===== src/rtl/pwm_seq_pkg.sv =====
package pwm_seq_pkg;
  typedef enum logic [2:0] {
    ST_OFF,
    ST_WAIT,
    ST_DT_HI,
    ST_HIGH,
    ST_DT_LO,
    ST_LOW,
    ST_LOW_EXT
  } seq_state_e;
endpackage


===== src/rtl/seq_cycle_src.sv =====
module seq_cycle_src #(
  parameter bit EDGE_FALL = 1'b1
) (
  input  logic clk,
  input  logic rst,
  input  logic use_ext,
  input  logic osc_tick,
  input  logic ext_in,
  output logic cyc_start
);
  logic ext_q;
  logic ext_edge;

  generate
    if (EDGE_FALL) begin : g_fall
      assign ext_edge = ext_q & ~ext_in;
    end else begin : g_rise
      assign ext_edge = ~ext_q & ext_in;
    end
  endgenerate

  always_ff @(posedge clk) begin
    if (rst) begin
      ext_q     <= EDGE_FALL;
      cyc_start <= 1'b0;
    end else begin
      ext_q     <= ext_in;
      cyc_start <= use_ext ? ext_edge : osc_tick;
    end
  end
endmodule


===== src/rtl/seq_timer.sv =====
module seq_timer #(
  parameter int W = 8
) (
  input  logic         clk,
  input  logic         rst,
  input  logic         load,
  input  logic [W-1:0] load_val,
  output logic         done
);
  logic [W-1:0] cnt;

  always_ff @(posedge clk) begin
    if (rst)
      cnt <= '0;
    else if (load)
      cnt <= load_val;
    else if (cnt != '0)
      cnt <= cnt - 1'b1;
  end

  assign done = (cnt == '0);
endmodule


===== src/rtl/seq_skip_ctr.sv =====
module seq_skip_ctr #(
  parameter int SKIP_MAX = 3
) (
  input  logic clk,
  input  logic rst,
  input  logic clr,
  input  logic inc,
  output logic full
);
  localparam int SW = $clog2(SKIP_MAX + 1);
  localparam logic [SW-1:0] LIMIT = SW'(SKIP_MAX);

  logic [SW-1:0] cnt;

  always_ff @(posedge clk) begin
    if (rst || clr)
      cnt <= '0;
    else if (inc && cnt != LIMIT)
      cnt <= cnt + 1'b1;
  end

  assign full = (cnt == LIMIT);
endmodule


===== src/rtl/pwm_cycle_seq.sv =====
module pwm_cycle_seq
  import pwm_seq_pkg::*;
#(
  parameter int DEAD_CYC    = 12,
  parameter int MIN_OFF_CYC = 60,
  parameter int SEC_EXT_CYC = 200,
  parameter int SKIP_MAX    = 3
) (
  input  logic clk,
  input  logic rst,
  input  logic rail_en,
  input  logic use_ext_sync,
  input  logic osc_tick,
  input  logic ext_sync,
  input  logic forced_pwm,
  input  logic pwm_trip,
  input  logic ilim_trip,
  input  logic out_low,
  input  logic light_load,
  input  logic zero_cross,
  input  logic rev_trip,
  input  logic sec_low,
  output logic hs_on,
  output logic ls_on
);
  localparam int DW = $clog2(DEAD_CYC + 1);
  localparam int MW = $clog2(MIN_OFF_CYC + 1);
  localparam int EW = $clog2(SEC_EXT_CYC + 1);
  localparam logic [DW-1:0] DEAD_LD = DW'(DEAD_CYC - 1);
  localparam logic [MW-1:0] MOFF_LD = MW'(MIN_OFF_CYC - 1);
  localparam logic [EW-1:0] EXT_LD  = EW'(SEC_EXT_CYC - 1);

  seq_state_e st, nxt;
  logic cyc_start, pend, pend_nxt;
  logic dead_ld, dead_done, minoff_ld, minoff_done, ext_ld, ext_done;
  logic skip_inc, skip_clr, skip_full;
  logic start_go, light_skip, ls_stop, hi_end;

  seq_cycle_src #(.EDGE_FALL(1'b1)) u_src (
    .clk(clk), .rst(rst), .use_ext(use_ext_sync),
    .osc_tick(osc_tick), .ext_in(ext_sync), .cyc_start(cyc_start)
  );

  seq_timer #(.W(DW)) u_dead (
    .clk(clk), .rst(rst), .load(dead_ld), .load_val(DEAD_LD), .done(dead_done)
  );

  seq_timer #(.W(MW)) u_minoff (
    .clk(clk), .rst(rst), .load(minoff_ld), .load_val(MOFF_LD), .done(minoff_done)
  );

  seq_timer #(.W(EW)) u_secext (
    .clk(clk), .rst(rst), .load(ext_ld), .load_val(EXT_LD), .done(ext_done)
  );

  seq_skip_ctr #(.SKIP_MAX(SKIP_MAX)) u_skip (
    .clk(clk), .rst(rst), .clr(skip_clr), .inc(skip_inc), .full(skip_full)
  );

  assign start_go   = (cyc_start | pend) & minoff_done;
  assign light_skip = ~forced_pwm & light_load;
  assign ls_stop    = forced_pwm ? rev_trip : zero_cross;
  assign hi_end     = pwm_trip | ilim_trip;

  always_comb begin
    nxt       = st;
    dead_ld   = 1'b0;
    minoff_ld = 1'b0;
    ext_ld    = 1'b0;
    skip_inc  = 1'b0;
    skip_clr  = 1'b0;
    pend_nxt  = pend | cyc_start;
    if (!rail_en) begin
      nxt       = ST_OFF;
      pend_nxt  = 1'b0;
      skip_clr  = 1'b1;
      minoff_ld = (st == ST_HIGH);
    end else begin
      case (st)
        ST_OFF: begin
          nxt      = ST_WAIT;
          pend_nxt = 1'b0;
        end
        ST_WAIT, ST_LOW, ST_LOW_EXT: begin
          if (start_go) begin
            pend_nxt = 1'b0;
            if (!light_skip) begin
              nxt     = ST_DT_HI;
              dead_ld = 1'b1;
            end
          end else if (st == ST_LOW && ls_stop) begin
            if (sec_low) begin
              nxt    = ST_LOW_EXT;
              ext_ld = 1'b1;
            end else begin
              nxt = ST_WAIT;
            end
          end else if (st == ST_LOW_EXT && ext_done) begin
            nxt = ST_WAIT;
          end
        end
        ST_DT_HI: begin
          pend_nxt = 1'b0;
          if (dead_done) nxt = ST_HIGH;
        end
        ST_HIGH: begin
          pend_nxt = 1'b0;
          if (hi_end) begin
            nxt       = ST_DT_LO;
            dead_ld   = 1'b1;
            minoff_ld = 1'b1;
            skip_clr  = 1'b1;
          end else if (cyc_start) begin
            if (out_low && !skip_full) begin
              skip_inc = 1'b1;
            end else begin
              nxt       = ST_DT_LO;
              dead_ld   = 1'b1;
              minoff_ld = 1'b1;
              skip_clr  = 1'b1;
              pend_nxt  = 1'b1;
            end
          end
        end
        ST_DT_LO: begin
          if (dead_done) nxt = ST_LOW;
        end
        default: nxt = ST_OFF;
      endcase
    end
  end

  always_ff @(posedge clk) begin
    if (rst) begin
      st    <= ST_OFF;
      pend  <= 1'b0;
      hs_on <= 1'b0;
      ls_on <= 1'b0;
    end else begin
      st    <= nxt;
      pend  <= pend_nxt;
      hs_on <= (nxt == ST_HIGH);
      ls_on <= (nxt == ST_LOW) || (nxt == ST_LOW_EXT);
    end
  end
endmodule


===== config.mk =====
export PLATFORM = sky130hd
export DESIGN_NAME = pwm_cycle_seq
export DESIGN_NICKNAME = d
export VERILOG_FILES = /design/src/rtl/pwm_seq_pkg.sv /design/src/rtl/seq_cycle_src.sv /design/src/rtl/seq_timer.sv /design/src/rtl/seq_skip_ctr.sv /design/src/rtl/pwm_cycle_seq.sv
export SDC_FILE = /design/constraint.sdc
export NUM_CORES = 1
export LEC_CHECK = 0
export BUFFER_PORTS_ARGS = -buffer_cell sky130_fd_sc_hd__buf_2
export CELL_PAD_IN_SITES_DETAIL_PLACEMENT = 1
export CELL_PAD_IN_SITES_GLOBAL_PLACEMENT = 1
export CORE_MARGIN = 2
export CORE_UTILIZATION = 49
export DETAILED_ROUTE_END_ITERATION = 8
export PLACE_DENSITY_LB_ADDON = 0.1
export SYNTH_ARGS = -nofsm -noshare
export SYNTH_HDL_FRONTEND = slang
export SYNTH_HIERARCHICAL = 1
export SYNTH_SLANG_ARGS = --single-unit

===== constraint.sdc =====
create_clock -name clk -period 4.9 [get_ports clk]
set_clock_uncertainty 0.1 [all_clocks]
set_input_delay 0.98 -clock clk [delete_from_list [all_inputs] [get_ports clk]]
set_output_delay 0.98 -clock clk [all_outputs]
set_load 0.005 [all_outputs]

* After elaboration in Yosys (flattened, before gate mapping) *
Index checks and enable logic that the tools add are counted.
W data, S select, Z words.

storage, ports and cells
  bits in registers = 28
  input bits = 14
  output and inout port bits = 2
  word-level logic and storage cells = 102

operators by class
  add/sub/neg operators = 4
  equal/unequal tests = 11
  mux-type cells = 43
  bitwise operators = 8
  reduce and logical (&&, ||, !) cells = 23

operators by type and width
  operator               number
  $mux W3                11
  $mux W1                23
  $mux W8                2
  $eq A3 B3 Y1 const B   5
  $pmux W3 S5            1
  $mux W6                2
  $reduce_or A2 Y1       5
  $eq A3 B2 Y1 const B   3
  $logic_not A8 Y1       1
  $mux W4                2
  $reduce_bool A8 Y1     1
  $sub A8 B1 Y8 const B  1
  $logic_not A6 Y1       1
  $reduce_bool A2 Y1     3
  $reduce_bool A6 Y1     1
  $sub A6 B1 Y6 const B  1
  $logic_and A1 B1 Y1    4
  $logic_not A4 Y1       1
  $reduce_bool A4 Y1     1
  $sub A4 B1 Y4 const B  1
  $and A1 B1 Y1          3
  $eq A3 B1 Y1 const B   1
  $logic_not A3 Y1       1
  $not A1 Y1             3
  other kinds (9)        11

* Depth between registers and ports, before layout *
  depth after elaboration = 10
  gate-level depth with buffers = 10

* Modules after synthesis *
The synthesis kept the hierarchy.

modules (own cells, without submodules)
  module                 instances  cells an instance  area an instance (sq um)
  pwm_cycle_seq          1          70                 561.8
  seq_timer at u_secext  1          53                 475.5
  seq_timer at u_minoff  1          46                 395.4
  seq_timer at u_dead    1          24                 229.0
  seq_skip_ctr           1          8                  105.1
  seq_cycle_src          1          6                  65.1

* Worst setup path after synthesis *
No wires, ideal clock.

  path type = input port to flip-flop
  start = in forced_pwm
  end = reg u_secext.cnt[0]
  library setup time = 73 ps
  arrival = 2118 ps
  data required time = 4727 ps
  path slack = 2608 ps
  cell stages on the path = 5
  buffers on the path = 0
  cells stage by stage = mux2i_1 > nor3_1 > and3_1 > or4_4 > o211ai_2

between the ends
  cells in the longest elaborated chain, start to end = 7
  elaborated cells between the ends (all ways) = 8

RTL lines
  element                                               line                 RTL
  start, declared                                       pwm_cycle_seq.sv:15  input logic forced_pwm,
  $mux W1 *                                             pwm_cycle_seq.sv:62  assign ls_stop = forced_pwm ? rev_trip : zero_cross;
  $logic_and A1 B1 Y1 *                                 pwm_cycle_seq.sv:91  end else if (st == ST_LOW && ls_stop) begin
  $mux W1 *                                             pwm_cycle_seq.sv:91
  $mux W1 *                                             pwm_cycle_seq.sv:85  if (start_go) begin
  $mux W1 *                                             pwm_cycle_seq.sv:79  case (st)
  $mux W1 *                                             pwm_cycle_seq.sv:73  if (!rail_en) begin
  named net ext_ld                                      pwm_cycle_seq.sv:35  logic dead_ld, dead_done, minoff_ld, minoff_done, ext_ld, ext_done;
  $mux W8 / $reduce_bool A2 Y1 (equally long branches)  n/a
  end signal, assigned                                  seq_timer.sv:16      cnt <= load_val;
  end signal, assigned                                  seq_timer.sv:18      cnt <= cnt - 1'b1;
  end, declared                                         seq_timer.sv:10      logic [W-1:0] cnt;

Mark *: on every way through the listed nets, which the timed path passes. The rest lies on a longest branch.
A chain may end at the register's enable or synchronous reset.

* Final worst setup path *
  start = in out_low
  end = reg u_minoff.cnt[1]

between the ends
  cells in the longest elaborated chain, start to end = 7
  elaborated cells between the ends (all ways) = 8

RTL lines
  element                                               line                  RTL
  start, declared                                       pwm_cycle_seq.sv:18   input logic out_low,
  $logic_and A1 B1 Y1 *                                 pwm_cycle_seq.sv:114  if (out_low && !skip_full) begin
  $mux W1 *                                             pwm_cycle_seq.sv:114
  $mux W1 *                                             pwm_cycle_seq.sv:113  end else if (cyc_start) begin
  $mux W1 *                                             pwm_cycle_seq.sv:108  if (hi_end) begin
  $mux W1 *                                             pwm_cycle_seq.sv:79
  $mux W1 *                                             pwm_cycle_seq.sv:73
  named net minoff_ld                                   pwm_cycle_seq.sv:35
  $mux W6 / $reduce_bool A2 Y1 (equally long branches)  n/a
  end signal, assigned                                  seq_timer.sv:16
  end signal, assigned                                  seq_timer.sv:18
  end, declared                                         seq_timer.sv:10

Marked as above.

==> flow_metrics.py <==
metrics = {
    "yosys": {
        "synth_area_leaders": "dfxtp_1 31%, nand2_1 4.5%, xnor2_1 4.3%",
        "yosysTopAreaCellShare_pct": 30.60,
        "netlist_area_sq_um": 1832,
        "ys_seq_area_share_pct": 30.60,
        "async_flop_share_pct": 0,
        "synth_cell_types": 67,
        "ys_seq_elements": 28,
        "synth.avg_cell_area_sq_um": 8.849,
        "yosys.area.top_type": "dfxtp_1",
        "ys.flop_type": "dfxtp_1",
        "yosysWarnings": 6,
        "syn_inst": 207,
        "synth_edf_count": 0,
    },
    "sta": {
        "max_slew_margin_pct": 32.46,
        "fin_crit_sh_pct": 51.22,
        "setup_ws_ns": 2.390,
        "hold_viol": 0,
        "tightest_slew_ns": 1.008,
        "finalMaxSlewViolations": 0,
        "fmax_ghz": 0.3984,
        "rsz0062_at_grt": "false",
        "setup_viol": 0,
        "finalSetupTns_ns": 0,
        "layout_min_cycle_time_ns": 2.510,
    },
    "cells_and_area": {
        "diodes": 0,
        "drive_gt1_share_pct": 17.87,
        "multiInputGateArea_sq_um": 1262,
        "num-nets-final": 255,
        "syn2layout_area_growth_pct": 11.54,
        "layout_commonest_cell": "dfxtp_1",
        "layout_common_cells": "28 x dfxtp_1, 22 x nand2_1, 18 x conb_1",
        "fill_cells": 458,
        "register_area_sq_um": 560.5,
    },
    "floorplanning": {
        "num_rows": 22,
        "start_util_pct": 50.41,
        "die-width_um": 65.14,
        "dieArea_sq_um": 4243,
        "die_h_um": 65.14,
        "io_pins": 16,
        "fp.coreArea_sq_um": 3633,
    },
    "worst_setup_path": {
        "critPathBufInv": 1,
        "cp.arrival_ns": 2.55,
        "worst-path-stages": 7,
        "slowest_stage": "a31oi_1",
        "critical_path_class": "input pin to flip-flop",
        "crit_required_ns": 4.94,
        "cp_max_fo": 13,
        "critical-path-top-delay-family": "compound AO/OA/AOI/OAI gates",
        "r2r_start": "u_skip/cnt[0]",
        "crit_end": "u_minoff/cnt[1]",
        "r2r-end": "u_minoff/cnt[1]",
        "r2r_setup_slack_ns": 2.52,
        "cp_slowest_stage_delay_ns": 0.84,
        "startpoint": "out_low",
        "rr_worst_depth": 7,
        "crit_path_cell_trace": "buf_2, nand2b_1, nand2_1, a31oi_1, nor3b_1, nand3_1, o221ai_1",
        "worstSetupStartpointType": "input pin",
        "crit_path_end_kind": "flip-flop",
    },
    "detailed_routing": {
        "via_per_inst": 5.622,
        "via_count": 1591,
        "firstDrtPassIters": 4,
        "wl_mm": 4.189,
        "drc": 0,
        "wl_per_cell_um": 14.80,
        "ant_nets": 0,
        "drt_iter0_markers": 56,
    },
    "global_routing": {
        "grt_max_degree": 33,
        "grt_overflow": 0,
        "grt_pass1_vias": 1664,
        "antenna_found_initial": 0,
        "grt_first_pass_wirelength_mm": 7.134,
        "track_usage_pct": 21.14,
    },
    "cts": {
        "numCtsBuffers": 3,
        "clock_sinks": 28,
        "post_cts_buffers": 0,
        "cts_max_level": 1,
        "clock_latency_ns": 0.28,
        "ctsHoldBuffers": 0,
        "root_buffer": "clkbuf_8",
        "tritoncts": "done",
        "cts_resized": 0,
        "cts_buffer_depth": 2,
        "clk_pin_slew_ns": 0.10,
    },
    "power_and_ir_drop": {
        "vdd_drop_max_uv": 281.8,
        "power_leakage_nw": 0.7614,
        "powerDensity_nw_per_um2": 484.6,
    },
    "placement": {
        "hpwl_mm": 3.254,
        "gp_congestion": 0.7992,
        "portBuffers": 15,
        "dp_slack_ns": 2.106,
    },
    "job": {
        "cap_violations": 0,
    },
    "min_path": {
        "hold_class": "flip-flop to flip-flop",
    },
    "status": {
        "status": "finished clean",
    },
}
## metrics by stage
step | utilization, % | power (mW) | area [sq um] | hold slack (ns) | std cells
2_1_floorplan | - | 0.7647 | 1892 | 0.3422 | 223
3_3_place_gp | 54.72 | 0.8183 | 1988 | 0.3522 | 279
3_5_place_dp | 54.72 | 0.8528 | 1988 | 0.3848 | 279
4_1_cts | 56.23 | 1.002 | 2043 | 0.4025 | 283
5_1_grt | 56.23 | 1.072 | 2043 | 0.4267 | 283
6_report | 56.23 | 0.9901 | 2043 | 0.4008 | 283
## where the power goes
group | internal, mW | total, mW | switching (mW) | leakage [nW]
logic | 0.244 | 0.483 | 0.239 | 0.503
registers | 0.288 | 0.361 | 0.0724 | 0.230
clock network | 0.0720 | 0.146 | 0.0741 | 0.0288
## cell usage after synthesis, types with 2 or more instances
cell type	n
a2111oi_4	2
a211oi_1	2
a21o_1	2
a21oi_1	7
and3_1	2
clkbuf_1	4
conb_1	2
dfxtp_1	28
ha_1	5
inv_1	8
mux2i_1	3
nand2_1	22
nand2b_1	9
nand3_1	3
nor2_1	7
nor2b_1	8
nor3_1	11
nor3_2	4
nor3b_1	5
nor4_1	2
o21ai_0	2
o21ai_1	2
o221ai_1	2
o22ai_1	5
o31ai_1	2
o32ai_1	5
or2_2	2
or3_1	4
xnor2_1	9
## final cells by class
| cell class | count | share of cell area, % |
|---|---|---|
| well taps | 48 | 2.939 |
| clock buffers | 4 | 2.694 |
| multi-input cells | 180 | 61.79 |
| inverters | 8 | 1.470 |
| repair buffers | 15 | 3.674 |
| flip-flops and latches | 28 | 27.43 |
## worst min-delay path by stage
stage	from	endpoint	slack [ns]	depth (start not counted)
global route	u_src/ext_q	u_src/cyc_start	0.43	2
floorplan	u_src/ext_q	u_src/cyc_start	0.34	2
global placement	u_src/ext_q	u_src/cyc_start	0.35	2
finish	u_src/ext_q	u_src/cyc_start	0.40	2
CTS	u_src/ext_q	u_src/cyc_start	0.40	2
detailed placement	u_src/ext_q	u_src/cyc_start	0.38	2
## per-layer routing
layer	part of all wire, %	vias to the layer above	global-route usage [%]
li1	-	793	-
met1	43	769	24.79
met2	53	25	41.11
met3	2.9	4	2.226
met4	0.98	0	4.688
met5	0	-	0
## sequential cells by signal, summed over array words and instances, names as in the netlist
signal and flops:
u_src/cyc_start 1, u_dead/cnt 4, u_minoff/cnt 6, u_skip/cnt 2, ls_on 1, pend 1
u_secext/cnt 8, u_src/ext_q 1, hs_on 1, st 3
## tightest hold or removal path, delay by kind of cell (launching register included)
kind             cells  cell delay, ns
AO/OA/AOI/OAI        1            0.06
AND/OR/NAND/NOR      1            0.09
flip-flops           1            0.31
## cell families after synthesis
group	after synthesis	synth area share [%]
simple gates	96	33.20
compound gates	47	21.58
flops	28	30.60
buf+inv	15	3.757
xor+xnor	10	4.782
fa+ha+maj	5	3.415
mux	4	2.254
other cells	2	0.4100
(Power assumes the default switching activity.)
